--- src/rtl/vlcfg_pkg.sv ---
`timescale 1ns/1ps
package vlcfg_pkg;
  localparam int IMM_W = 7;

  typedef struct packed {
    logic [4:0]       rt;
    logic [IMM_W-1:0] svi;
    logic             vf;
    logic             vs;
    logic             ms;
    logic             rc;
    logic             hit;
    logic             step;
  } vl_op_t;
endpackage

--- src/rtl/vlcfg_decode.sv ---
`timescale 1ns/1ps
module vlcfg_decode #(
  parameter logic [5:0] PO_VAL = 6'd22
) (
  input  logic [31:0]      insn_i,
  output vlcfg_pkg::vl_op_t op_o
);
  // The source index field [20:16] is qualified outside through src_is_r0_i.
  logic unused_ra;
  assign unused_ra = ^insn_i[20:16];

  always_comb begin
    op_o.rt   = insn_i[25:21];
    op_o.svi  = insn_i[15:9];
    op_o.vf   = insn_i[8];
    op_o.vs   = insn_i[7];
    op_o.ms   = insn_i[6];
    op_o.rc   = insn_i[0];
    op_o.hit  = (insn_i[31:26] == PO_VAL) && (insn_i[5:1] == 5'b00000);
    op_o.step = insn_i[8] & ~insn_i[7] & ~insn_i[6];
  end
endmodule

--- src/rtl/vlcfg_len.sv ---
`timescale 1ns/1ps
module vlcfg_len #(
  parameter int LEN_W = 7,
  parameter int XLEN  = 64
) (
  input  logic [LEN_W-1:0] svi_i,
  input  logic             vs_i,
  input  logic             ms_i,
  input  logic             ra_zero_i,
  input  logic [XLEN-1:0]  src_i,
  input  logic [LEN_W-1:0] cur_mvl_i,
  input  logic [LEN_W-1:0] cur_vl_i,
  output logic [LEN_W-1:0] mvl_o,
  output logic [LEN_W-1:0] vl_o
);
  logic [LEN_W-1:0] imm;
  logic [LEN_W-1:0] vl_raw;
  logic             unused_src_hi;

  assign unused_src_hi = ^src_i[XLEN-1:LEN_W];
  assign imm = svi_i + LEN_W'(1);

  always_comb begin
    if (vs_i) vl_raw = ra_zero_i ? imm : src_i[LEN_W-1:0];
    else      vl_raw = cur_vl_i;
    mvl_o = ms_i ? imm : cur_mvl_i;
    vl_o  = (vl_raw > mvl_o) ? mvl_o : vl_raw;
  end
endmodule

--- src/rtl/vlcfg_unit.sv ---
`timescale 1ns/1ps
module vlcfg_unit #(
  parameter int         LEN_W  = 7,
  parameter int         XLEN   = 64,
  parameter logic [5:0] PO_VAL = 6'd22
) (
  input  logic                 clk,
  input  logic                 rst,
  input  logic                 insn_vld_i,
  input  logic [31:0]          insn_i,
  input  logic [XLEN-1:0]      src_val_i,
  input  logic                 src_is_r0_i,
  output logic                 rd_we_o,
  output logic [4:0]           rd_idx_o,
  output logic [XLEN-1:0]      rd_wdata_o,
  output logic                 rec_o,
  output logic [2*LEN_W-1:0]   state_o,
  output logic                 vmode_o,
  output logic                 step_o
);
  localparam int ST_W = 2 * LEN_W;
  localparam int PAD_W = XLEN - LEN_W;

  vlcfg_pkg::vl_op_t op;
  logic [LEN_W-1:0]  nxt_mvl, nxt_vl;
  logic              fire;

  vlcfg_decode #(.PO_VAL(PO_VAL)) u_dec (
    .insn_i (insn_i),
    .op_o   (op)
  );

  vlcfg_len #(.LEN_W(LEN_W), .XLEN(XLEN)) u_len (
    .svi_i     (op.svi),
    .vs_i      (op.vs),
    .ms_i      (op.ms),
    .ra_zero_i (src_is_r0_i),
    .src_i     (src_val_i),
    .cur_mvl_i (state_o[ST_W-1:LEN_W]),
    .cur_vl_i  (state_o[LEN_W-1:0]),
    .mvl_o     (nxt_mvl),
    .vl_o      (nxt_vl)
  );

  assign fire = insn_vld_i & op.hit;

  always_ff @(posedge clk) begin
    if (rst) begin
      rd_we_o    <= 1'b0;
      rd_idx_o   <= '0;
      rd_wdata_o <= '0;
      rec_o      <= 1'b0;
      state_o    <= '0;
      vmode_o    <= 1'b0;
      step_o     <= 1'b0;
    end else begin
      rd_we_o <= 1'b0;
      rec_o   <= 1'b0;
      step_o  <= 1'b0;
      if (fire) begin
        if (op.step) begin
          step_o <= 1'b1;
        end else begin
          state_o    <= {nxt_mvl, nxt_vl};
          rd_wdata_o <= {{PAD_W{1'b0}}, nxt_vl};
          rd_idx_o   <= op.rt;
          rd_we_o    <= 1'b1;
          rec_o      <= op.rc;
          vmode_o    <= op.vf;
        end
      end
    end
  end
endmodule

--- config.mk ---
export PLATFORM = sky130hd
export DESIGN_NAME = vlcfg_unit
export DESIGN_NICKNAME = d
export VERILOG_FILES = /design/src/rtl/vlcfg_pkg.sv /design/src/rtl/vlcfg_decode.sv /design/src/rtl/vlcfg_len.sv /design/src/rtl/vlcfg_unit.sv
export SDC_FILE = /design/constraint.sdc
export NUM_CORES = 1
export LEC_CHECK = 0
export BUFFER_PORTS_ARGS = -buffer_cell sky130_fd_sc_hd__buf_2
export CORE_MARGIN = 5
export CORE_UTILIZATION = 40
export CTS_CLUSTER_SIZE = 12
export DETAILED_ROUTE_END_ITERATION = 8
export HOLD_SLACK_MARGIN = 0.05
export PLACE_DENSITY_LB_ADDON = 0.1
export SETUP_SLACK_MARGIN = 0.02
export SLEW_MARGIN = 20
export SYNTH_ARGS = -nofsm -noshare
export SYNTH_HDL_FRONTEND = slang
export SYNTH_HIERARCHICAL = 1
export SYNTH_SLANG_ARGS = --single-unit
--- constraint.sdc ---
create_clock -name clk -period 3.5 [get_ports clk]
set_clock_uncertainty 0.2 [all_clocks]
set_input_delay 0.175 -clock clk [delete_from_list [all_inputs] [get_ports clk]]
set_output_delay 0.175 -clock clk [all_outputs]
set_load 0.05 [all_outputs]
Word level (Yosys, flattened, before mapping)
Index checks and enable logic that the tools add are counted.
Widths: inputs -> output; s select.
Operators by class
  add/subtract/negate cells: 1
  $lt $le $gt $ge: 1
  eq/ne operators: 1
  muxes and demuxes: 6
  bitwise logic cells: 7
  reductions and logical operators: 5
Operators by type and width (count)
  $mux 7: 4
  $add 7x1->7 const B: 1
  $gt 7x7->1: 1
  $eq 6x5->1 const B: 1
  $logic_not 5->1: 1
  $not 1->1: 4
  $and 1x1->1: 3
  $reduce_or 3->1: 1
  $mux 1: 2
  $reduce_and 2->1: 1
  $reduce_or 2->1: 1
  $logic_and 1x1->1: 1
Word-level totals
  register bits after elaboration: 30
  input bits: 100
  output and inout port bits: 87
  word-level logic and storage cells: 28

Longest topological paths before layout
Gate-level depths: netlist (run 1).
  depth in word-level cells: 5
  depth in mapped cells: 14
  mapped depth without buffers: 12

By module
Netlist (run 1), hierarchy kept.
By module, submodules not included
  vlcfg_unit: times used 1, cells an instance 160, area an instance 1495.2 um^2, sequential area each 460.4 um^2
  vlcfg_len: times used 1, cells an instance 92, area an instance 645.6 um^2, sequential area each 0.0 um^2
  vlcfg_decode: times used 1, cells an instance 21, area an instance 163.9 um^2, sequential area each 0.0 um^2

Worst setup path after synthesis (run 1)
No wires, ideal clock.
  path type: input to register
  start point: input port insn_i[9]
  end point: register state_o[1]
  library setup time: 0.119 ns
  data arrival time: 2.469 ns
  data required time: 3.181 ns
  setup slack: 0.713 ns
  stages on the path: 14
  buffers on the path: 2
  path through: buf_4 ha_1 nand3_1 xnor2_1 a221oi_1 inv_1 ha_1 a211oi_1 nor2_1 o31a_1 buf_2 mux2_1 nand2b_1 mux2i_1
On the way
  longest elaborated chain between the ends: 5
RTL lines
  start: declaration: line vlcfg_unit.sv:10  | input logic [31:0] insn_i,
  $add 7x1->7 *: line vlcfg_len.sv:21  | assign imm = svi_i + LEN_W'(1);
  $mux 7 (2 in a row): line vlcfg_len.sv:24  | if (vs_i) vl_raw = ra_zero_i ? imm : src_i[LEN_W-1:0];
  $gt 7x7->1: line vlcfg_len.sv:27  | vl_o = (vl_raw > mvl_o) ? mvl_o : vl_raw;
  $mux 7 *: line vlcfg_len.sv:27
  net nxt_vl[1]: line vlcfg_unit.sv:25  | logic [LEN_W-1:0] nxt_mvl, nxt_vl;
  end signal: assignment: line vlcfg_unit.sv:64  | state_o <= {nxt_mvl, nxt_vl};
  end: declaration: line vlcfg_unit.sv:17  | output logic [2*LEN_W-1:0] state_o,
The timed path passes the listed nets; every way through them passes the cells marked *.
A chain may end at the register's enable or synchronous reset.

Worst setup path after layout (run 1)
Ends and elaborated chain as after synthesis.

==> summary.txt, run 1 <==
STA
  • Period utilisation layout: 0.812
  • Slew margin rel.: 0.625
  • RSZ-0062 raised after global routing: no
  • WHS: roughly 0.16 ns
  • Final Hold Fails: 0
  • Final setup viols: 0
  • Setup TNS Final: 0 ns
  • Worst-margin pin slew: 0.562 ns
  • Fmax: 0.352 GHz
  • Final Max Tran Viols: 0
  • Final Critical Period: about 2.8 ns

Logic synthesis
  • Share of the synthesized area in the top cell type: 0.264
  • EDFF count, synth: 0
  • Yosys top cell by area: buf_4
  • YS warnings: 6
  • Yosys reg bits: 23
  • Yosys cell types: 42
  • Syn Std Cell Area: 2300 sq um
  • Synth Instances: 273
  • Ys async rst share: 0
  • Top FF cell, synth: dfxtp_1
  • Sequential share of the synthesized area: 0.200
  • Mapped Avg Cell Area: 8.44 sq um
  • Top post-synthesis cells by area: buf_4 26%, dfxtp_1 20%, mux2i_1 13%

Finish
  • Layout Utilization: 0.433
  • Area grow syn2layout: 4.02%
  • Antenna cells: 0
  • Layout cells sized above 1: 0.247
  • Most common cell after layout, fill and taps aside: buf_2
  • Most frequent cells in the layout: 67 x buf_2, 57 x conb_1, 41 x nand2b_1
  • Layout net count: 429

Global route
  • M3 GR Usage: 0.0461
  • Vias in the first global route: ~1500
  • Total GRT Usage: 0.125
  • Largest net degree at the start of global routing: 44
  • Initial antenna violation count: 0
  • Met2 Usage GRT: 0.174
  • First-pass GRT wire length: 7450 um
  • Most Crowded Layer GR: met1
  • Met1 Use GR: 0.184
  • Grt ovf: 0

Worst setup path
  • Crit start category: primary input
  • Buf/Inv on CP: 2
  • Crit path top cell by count: ha_1
  • CP startpoint: insn_i[9]
  • Critical Path End Type: flop
  • WS Path Type: primary input to flop
  • Critical-path cell list: buf_2, ha_1, nand3_1, xnor2_1, a221oi_1, inv_1, ha_1, nand4_1, a21oi_1, o31a_1, mux2_1, nand2b_1, mux2i_1
  • Critical path arrival: 2.79 ns
  • Crit-path slowest cell: o31a_1
  • CP peak stage delay: 0.41 ns
  • CP required: 3.45 ns
  • Reg2reg start: state_o[5]
  • Top Family by Delay on Critical Path: compound AO/OA/AOI/OAI gates
  • Crit Path Max Fanout: 6

Route
  • Via count: 1668
  • Iteration-0 DRC Markers: 74
  • Wirelength per Cell: 12.4 um
  • Vias/cell: 4.26
  • Antenna Nets Post-Route: 0
  • Drt drc: 0
  • TritonRoute pass-1 iters: 4
  • DRT Wirelength: 4850 um

Floorplanning
  • Total die area: 7380 sq um
  • Ports: 187
  • Core area: roughly 5500 sq um
  • Die Ht: 85.9 um
  • Die Wd: 85.9 um
  • Initial core utilization: 0.416
  • Core Rows: 27

Clock network
  • Post-cts resize count: 0
  • Clock-pin slew on the worst setup and hold paths: 0.09 ns
  • Worst skew pair latency: ~0.27 ns
  • H-tree depth: 1
  • CTS Root Buffer Type: clkbuf_8
  • Worst-case clock buffer depth: 2
  • Total CTS buffers: 3
  • Clock Sinks: 23
  • CTS tree: done

Worst hold path
  • Hold WC Path Type: primary input to flop
  • Worst Hold Launch: insn_i[26]

Run status
  • Status: finished, final reports clean

Pwr
  • PwrDens: 295 nW/um^2
  • Pleak: 1.19 nW
  • Largest vdd supply drop: 0.123 mV

Placed design
  • HPWL after DPL: 3770 um
  • PortBufs: 67
  • Global placer's final weighted congestion: a little under 0.8

Run
  • Max-Cap Viols: 0
-- metrics by stage --
step	instance area, sq um	std cells	power, W	setup WS (ns)
finish	2400	392	0.000708	0.658
CTS	2400	392	0.000720	0.655
global route	2400	392	0.000755	0.414
detailed placement	2260	379	0.000537	0.369
floorplan	2510	329	0.000560	0.713
global placement	2260	379	0.000537	0.366
-- sequential cells by signal, indices dropped and copies added (netlist names) --
signal and cells:
state_o 14, rec_o 1, step_o 1, vmode_o 1
rd_we_o 1, rd_idx_o 5
-- routing by layer --
layer,part of all wire,routed length [um]
met1,0.47,2290
met3,0.12,562
met4,0.0041,20
met5,0,0
met2,0.41,1980
-- synth_stat cells (all sizes together) (3+ instances only) --
library cell and instances:
inv 13, nand3 4, nor2b 4, o21ai 6
nand2b 41, nand2 4, mux2i 31, xnor2 3
buf 87, dfxtp 23, clkbuf 4, nor2 5
ha 8, nor3 5, a21oi 5, a31o 3
-- repair_timing --
action	CTS	global route
hold buffers	9	0
buffers inserted	0	0
endpoints found under the setup margin	0	0
hold endpoints to repair	9	0
-- kinds of logic (layout without fill, tap and decap cells) --
kind of cell               after synthesis  count (layout)  share of synthesized area
DFF                                     23              23                      0.200
xor gates and xnor gates                 3               3                     0.0114
adders and majority gates                8               8                     0.0434
buffers and inverters                  104              95                      0.322
and+or+nand+nor                         80              80                      0.217
AOI/OAI and AO/OA                       22              22                     0.0651
muxes                                   32              32                      0.140
other                                    1              57                    0.00163
-- tightest hold or removal path, stage by stage --
cell and delay, ns:
buf_2 0.08, nor4b_2 0.03, and3_1 0.14, nand2_1 0.10, nor3_1 0.05
-- final cells by class --
| type | instances | area, sq um |
|---|---|---|
| Clock inverter | 1 | 5.00 |
| Timing Repair Buffer | 78 | 440 |
| Clock buffer | 3 | 41.3 |
| Multi-Input combinational cell | 202 | 1310 |
| Sequential cell | 23 | 460 |
| Inverter | 13 | 48.8 |
| Fill cell | 598 | 3140 |
| Tap cell | 72 | 90.1 |
-- path summary, 6_finish.rpt --
kind	depth (start not counted)	slack (ns)	endpoint
min	5	0.16	rd_we_o
max reg2reg	11	0.68	state_o[1]
min reg2reg	2	0.27	rd_idx_o[2]
max	13	0.66	state_o[1]
-- where the power goes --
| group | total, W | switching [W] | leakage (nW) | internal (W) |
|---|---|---|---|---|
| clock | 0.000169 | 0.0000895 | 0.0255 | 0.0000795 |
| sequential | 0.000261 | 0.0000000229 | 0.185 | 0.000261 |
| combinational | 0.000277 | 0.000206 | 0.984 | 0.0000711 |
| total | 0.000708 | 0.000296 | 1.19 | 0.000412 |
Note: power is estimated with default switching activity, not from simulation.
==> inputs of run 2 (changes only) <==
- clock period: 3.5 -> 2.8 ns (I/O delays scaled with it)
==> run 2 against run 1 <==
First-iteration DRC count is 20% lower. Cell area rose by 4.0%. Register-to-register slack lost 0.46 ns. Via count is 3.4% higher. Sequential cell count unchanged. Clock-buffer cell count unchanged. Power up 30%. Sequential power is 25% higher. Critical path depth is 1 higher. Combinational power is 33% higher. Sequential share of layout area shrank 0.73 points. Critical endpoint is now state_o[4]. Largest cell class unchanged. Largest power group unchanged. Highest routed layer unchanged.
==> summary.txt, run 2 (synthesis gave the netlist of run 1 again) <==
Run status
  • Status: finished, final reports clean

Route
  • DRT Wirelength: 4930 um
  • Iteration-0 DRC Markers: 59
  • Drt drc: 0
  • Antenna Nets Post-Route: 0
  • Vias/cell: 4.27
  • TritonRoute pass-1 iters: 4
  • Wirelength per Cell: 12.2 um
  • Via count: 1725

Pwr
  • Pwr Total: 0.000917 W
  • Sw power: between 0.0003 and 0.0004 W
  • Largest vdd supply drop: ~0.17 mV
  • Clock power share: 0.242
  • Pleak: 1.25 nW
  • Sw Ratio: 0.418
  • PwrDens: 368 nW/um^2
  • Combinational group share of total power: 0.402
  • P_int: 0.000534 W
  • Seq pwr share: 0.357

Finish
  • Most frequent cells in the layout: 67 x buf_2, 57 x conb_1, 41 x nand2b_1
  • Top Registers: state_o: 14 flops, rd_idx_o: 5 flops
  • Design area: 2490 sq um
  • Most common cell after layout, fill and taps aside: buf_2
  • Antenna cells: 0
  • Area grow syn2layout: 8.14%
  • Final Non-Filler Cells: 404
  • Max FFs per register: 14
  • Layout cells sized above 1: 0.277
  • Largest reg by FF count: state_o
  • Layout net count: 441

Global route
  • Grt ovf: 0
  • Largest net degree at the start of global routing: 44
  • Initial antenna violation count: 0
  • Vias in the first global route: 1553
  • First-pass GRT wire length: 7270 um
  • Total GRT Usage: 0.121

Placed design
  • Placed cell area: 2350 sq um
  • Global placer's final weighted congestion: 0.789
  • Placed cell count: a little under 400
  • HPWL after DPL: roughly 3800 um
  • PortBufs: 67

Worst setup path
  • Critical-path cell list: buf_2, ha_1, nand3_1, xnor2_1, a221oi_1, inv_1, ha_1, a211oi_1, nor2_1, o31a_1, buf_4, mux2i_1, nand2b_1, mux2i_1
  • Reg2reg start: state_o[5]
  • Worst r2r path cells: 12
  • Worst reg2reg setup slack: 0.22 ns
  • CP required: 2.81 ns
  • Crit-path slowest cell: a221oi_1
  • WS Path Type: primary input to flop
  • Crit Path Max Fanout: 3
  • Critical Path End Type: flop
  • Critical path arrival: 2.59 ns
  • Capturing point of the worst reg2reg path: state_o[4]
  • CP peak stage delay: 0.35 ns
  • Crit start category: primary input

Floorplanning
  • Initial core utilization: 0.416
  • Core area: about 5500 sq um
  • Die Ht: approximately 86 um
  • Core Rows: 27
  • Die Wd: approximately 86 um
  • Ports: around 190
  • Total die area: 7380 sq um

STA
  • Final setup viols: 0
  • Final Hold Fails: 0
  • Final Critical Period: about 2.6 ns
  • Slew margin rel.: 0.634
  • RSZ-0062 raised after global routing: no
  • Final Max Tran Viols: 0
  • Fmax: slightly below 0.4 GHz
  • Worst-margin pin slew: 0.549 ns
  • Period utilisation layout: 0.924

Run
  • Max-Cap Viols: 0

Clock network
  • Setup Fix Bufs, Post-CTS: 0
  • CTS Root Buffer Type: clkbuf_8
  • Worst-case clock buffer depth: 2
  • Clock Sinks: 23
  • Total CTS buffers: 3
  • CTS tree: done
  • Clock-pin slew on the worst setup and hold paths: 0.09 ns
  • Worst skew pair latency: between 0.2 and 0.3 ns
  • H-tree depth: 1

Worst hold path
  • Worst Hold Launch: insn_i[26]
  • Hold Path End: rd_we_o
  • WHS Path Cells: 5
  • Hold WC Path Type: primary input to flop
-- run 2: cell types whose count changed in the layout (fill, tap and decap cells not counted) --
| cell | delta |
|---|---|
| buf_4 | +12 |
| nor3_1 | -1 |
| nor3_2 | +1 |
-- run 2: how the worst max path moves through the flow --
| stage | slack [ns] | endpoint | start | cells past startpoint |
|---|---|---|---|---|
| final | 0.21 | state_o[4] | insn_i[9] | 14 |
| after global routing | 0.03 | state_o[0] | state_o[5] | 12 |
| after CTS | 0.11 | state_o[4] | state_o[5] | 12 |
| after detailed placement | -0.07 | state_o[4] | insn_i[9] | 14 |
| after global placement | -0.07 | state_o[3] | insn_i[9] | 14 |
| after floorplan | 0.02 | state_o[1] | state_o[5] | 12 |
-- run 2: layer usage --
metal / track usage / up-vias / share of wire
li1: - / 891 / -
met2: 0.181 / 73 / 0.42
met5: 0 / - / 0
met4: 0.0259 / 0 / 0.0073
met3: 0.0384 / 4 / 0.11
met1: 0.168 / 757 / 0.47
-- run 2: per-stage QoR --
step	hold WS [ns]	util	TNS [ns]	setup WS, ns
5_1_grt	0.141	0.450	0	0.0269
4_1_cts	0.0952	0.449	0	0.114
3_5_place_dp	0.212	0.424	-0.265	-0.0671
6_report	0.109	0.450	0	0.214
3_3_place_gp	0.210	0.424	-0.290	-0.0665
2_1_floorplan	0.111	-	0	0.0221
-- run 2: repair_timing --
item | in CTS | in global routing
hold endpoints to repair | 9 | 0
endpoints found under the setup margin | 0 | 7
hold buffers | 9 | 0
resized for setup | 0 | 1
-- run 2: cell type report --
cell class / count / area, sq um
inverters: 13 / 48.8
clock buffers: 3 / 41.3
fillers: 567 / 3050
repair buffers: 90 / 531
multi-input cells: 202 / 1320
well taps: 72 / 90.1
clock inverters: 1 / 5.00
flip-flops and latches: 23 / 460
-- run 2: power by group through the flow --
stage / registers [W] / logic (W) / clock network (W)
2_1_floorplan: 0.000335 / 0.000365 / 0
3_3_place_gp: 0.000335 / 0.000358 / 0
3_5_place_dp: 0.000335 / 0.000357 / 0
4_1_cts: 0.000327 / 0.000366 / 0.000231
5_1_grt: 0.000327 / 0.000395 / 0.000238
6_report: 0.000327 / 0.000368 / 0.000221
-- run 2: critical path: cells and delay by family --
family / cells / cell delay [ns]
AND/OR/NAND/NOR: 3 / 0.28
buffers and inverters: 3 / 0.34
XOR/XNOR: 1 / 0.17
adder cells (fa/ha/maj): 2 / 0.49
multiplexers: 2 / 0.29
AO/OA/AOI/OAI: 3 / 0.88
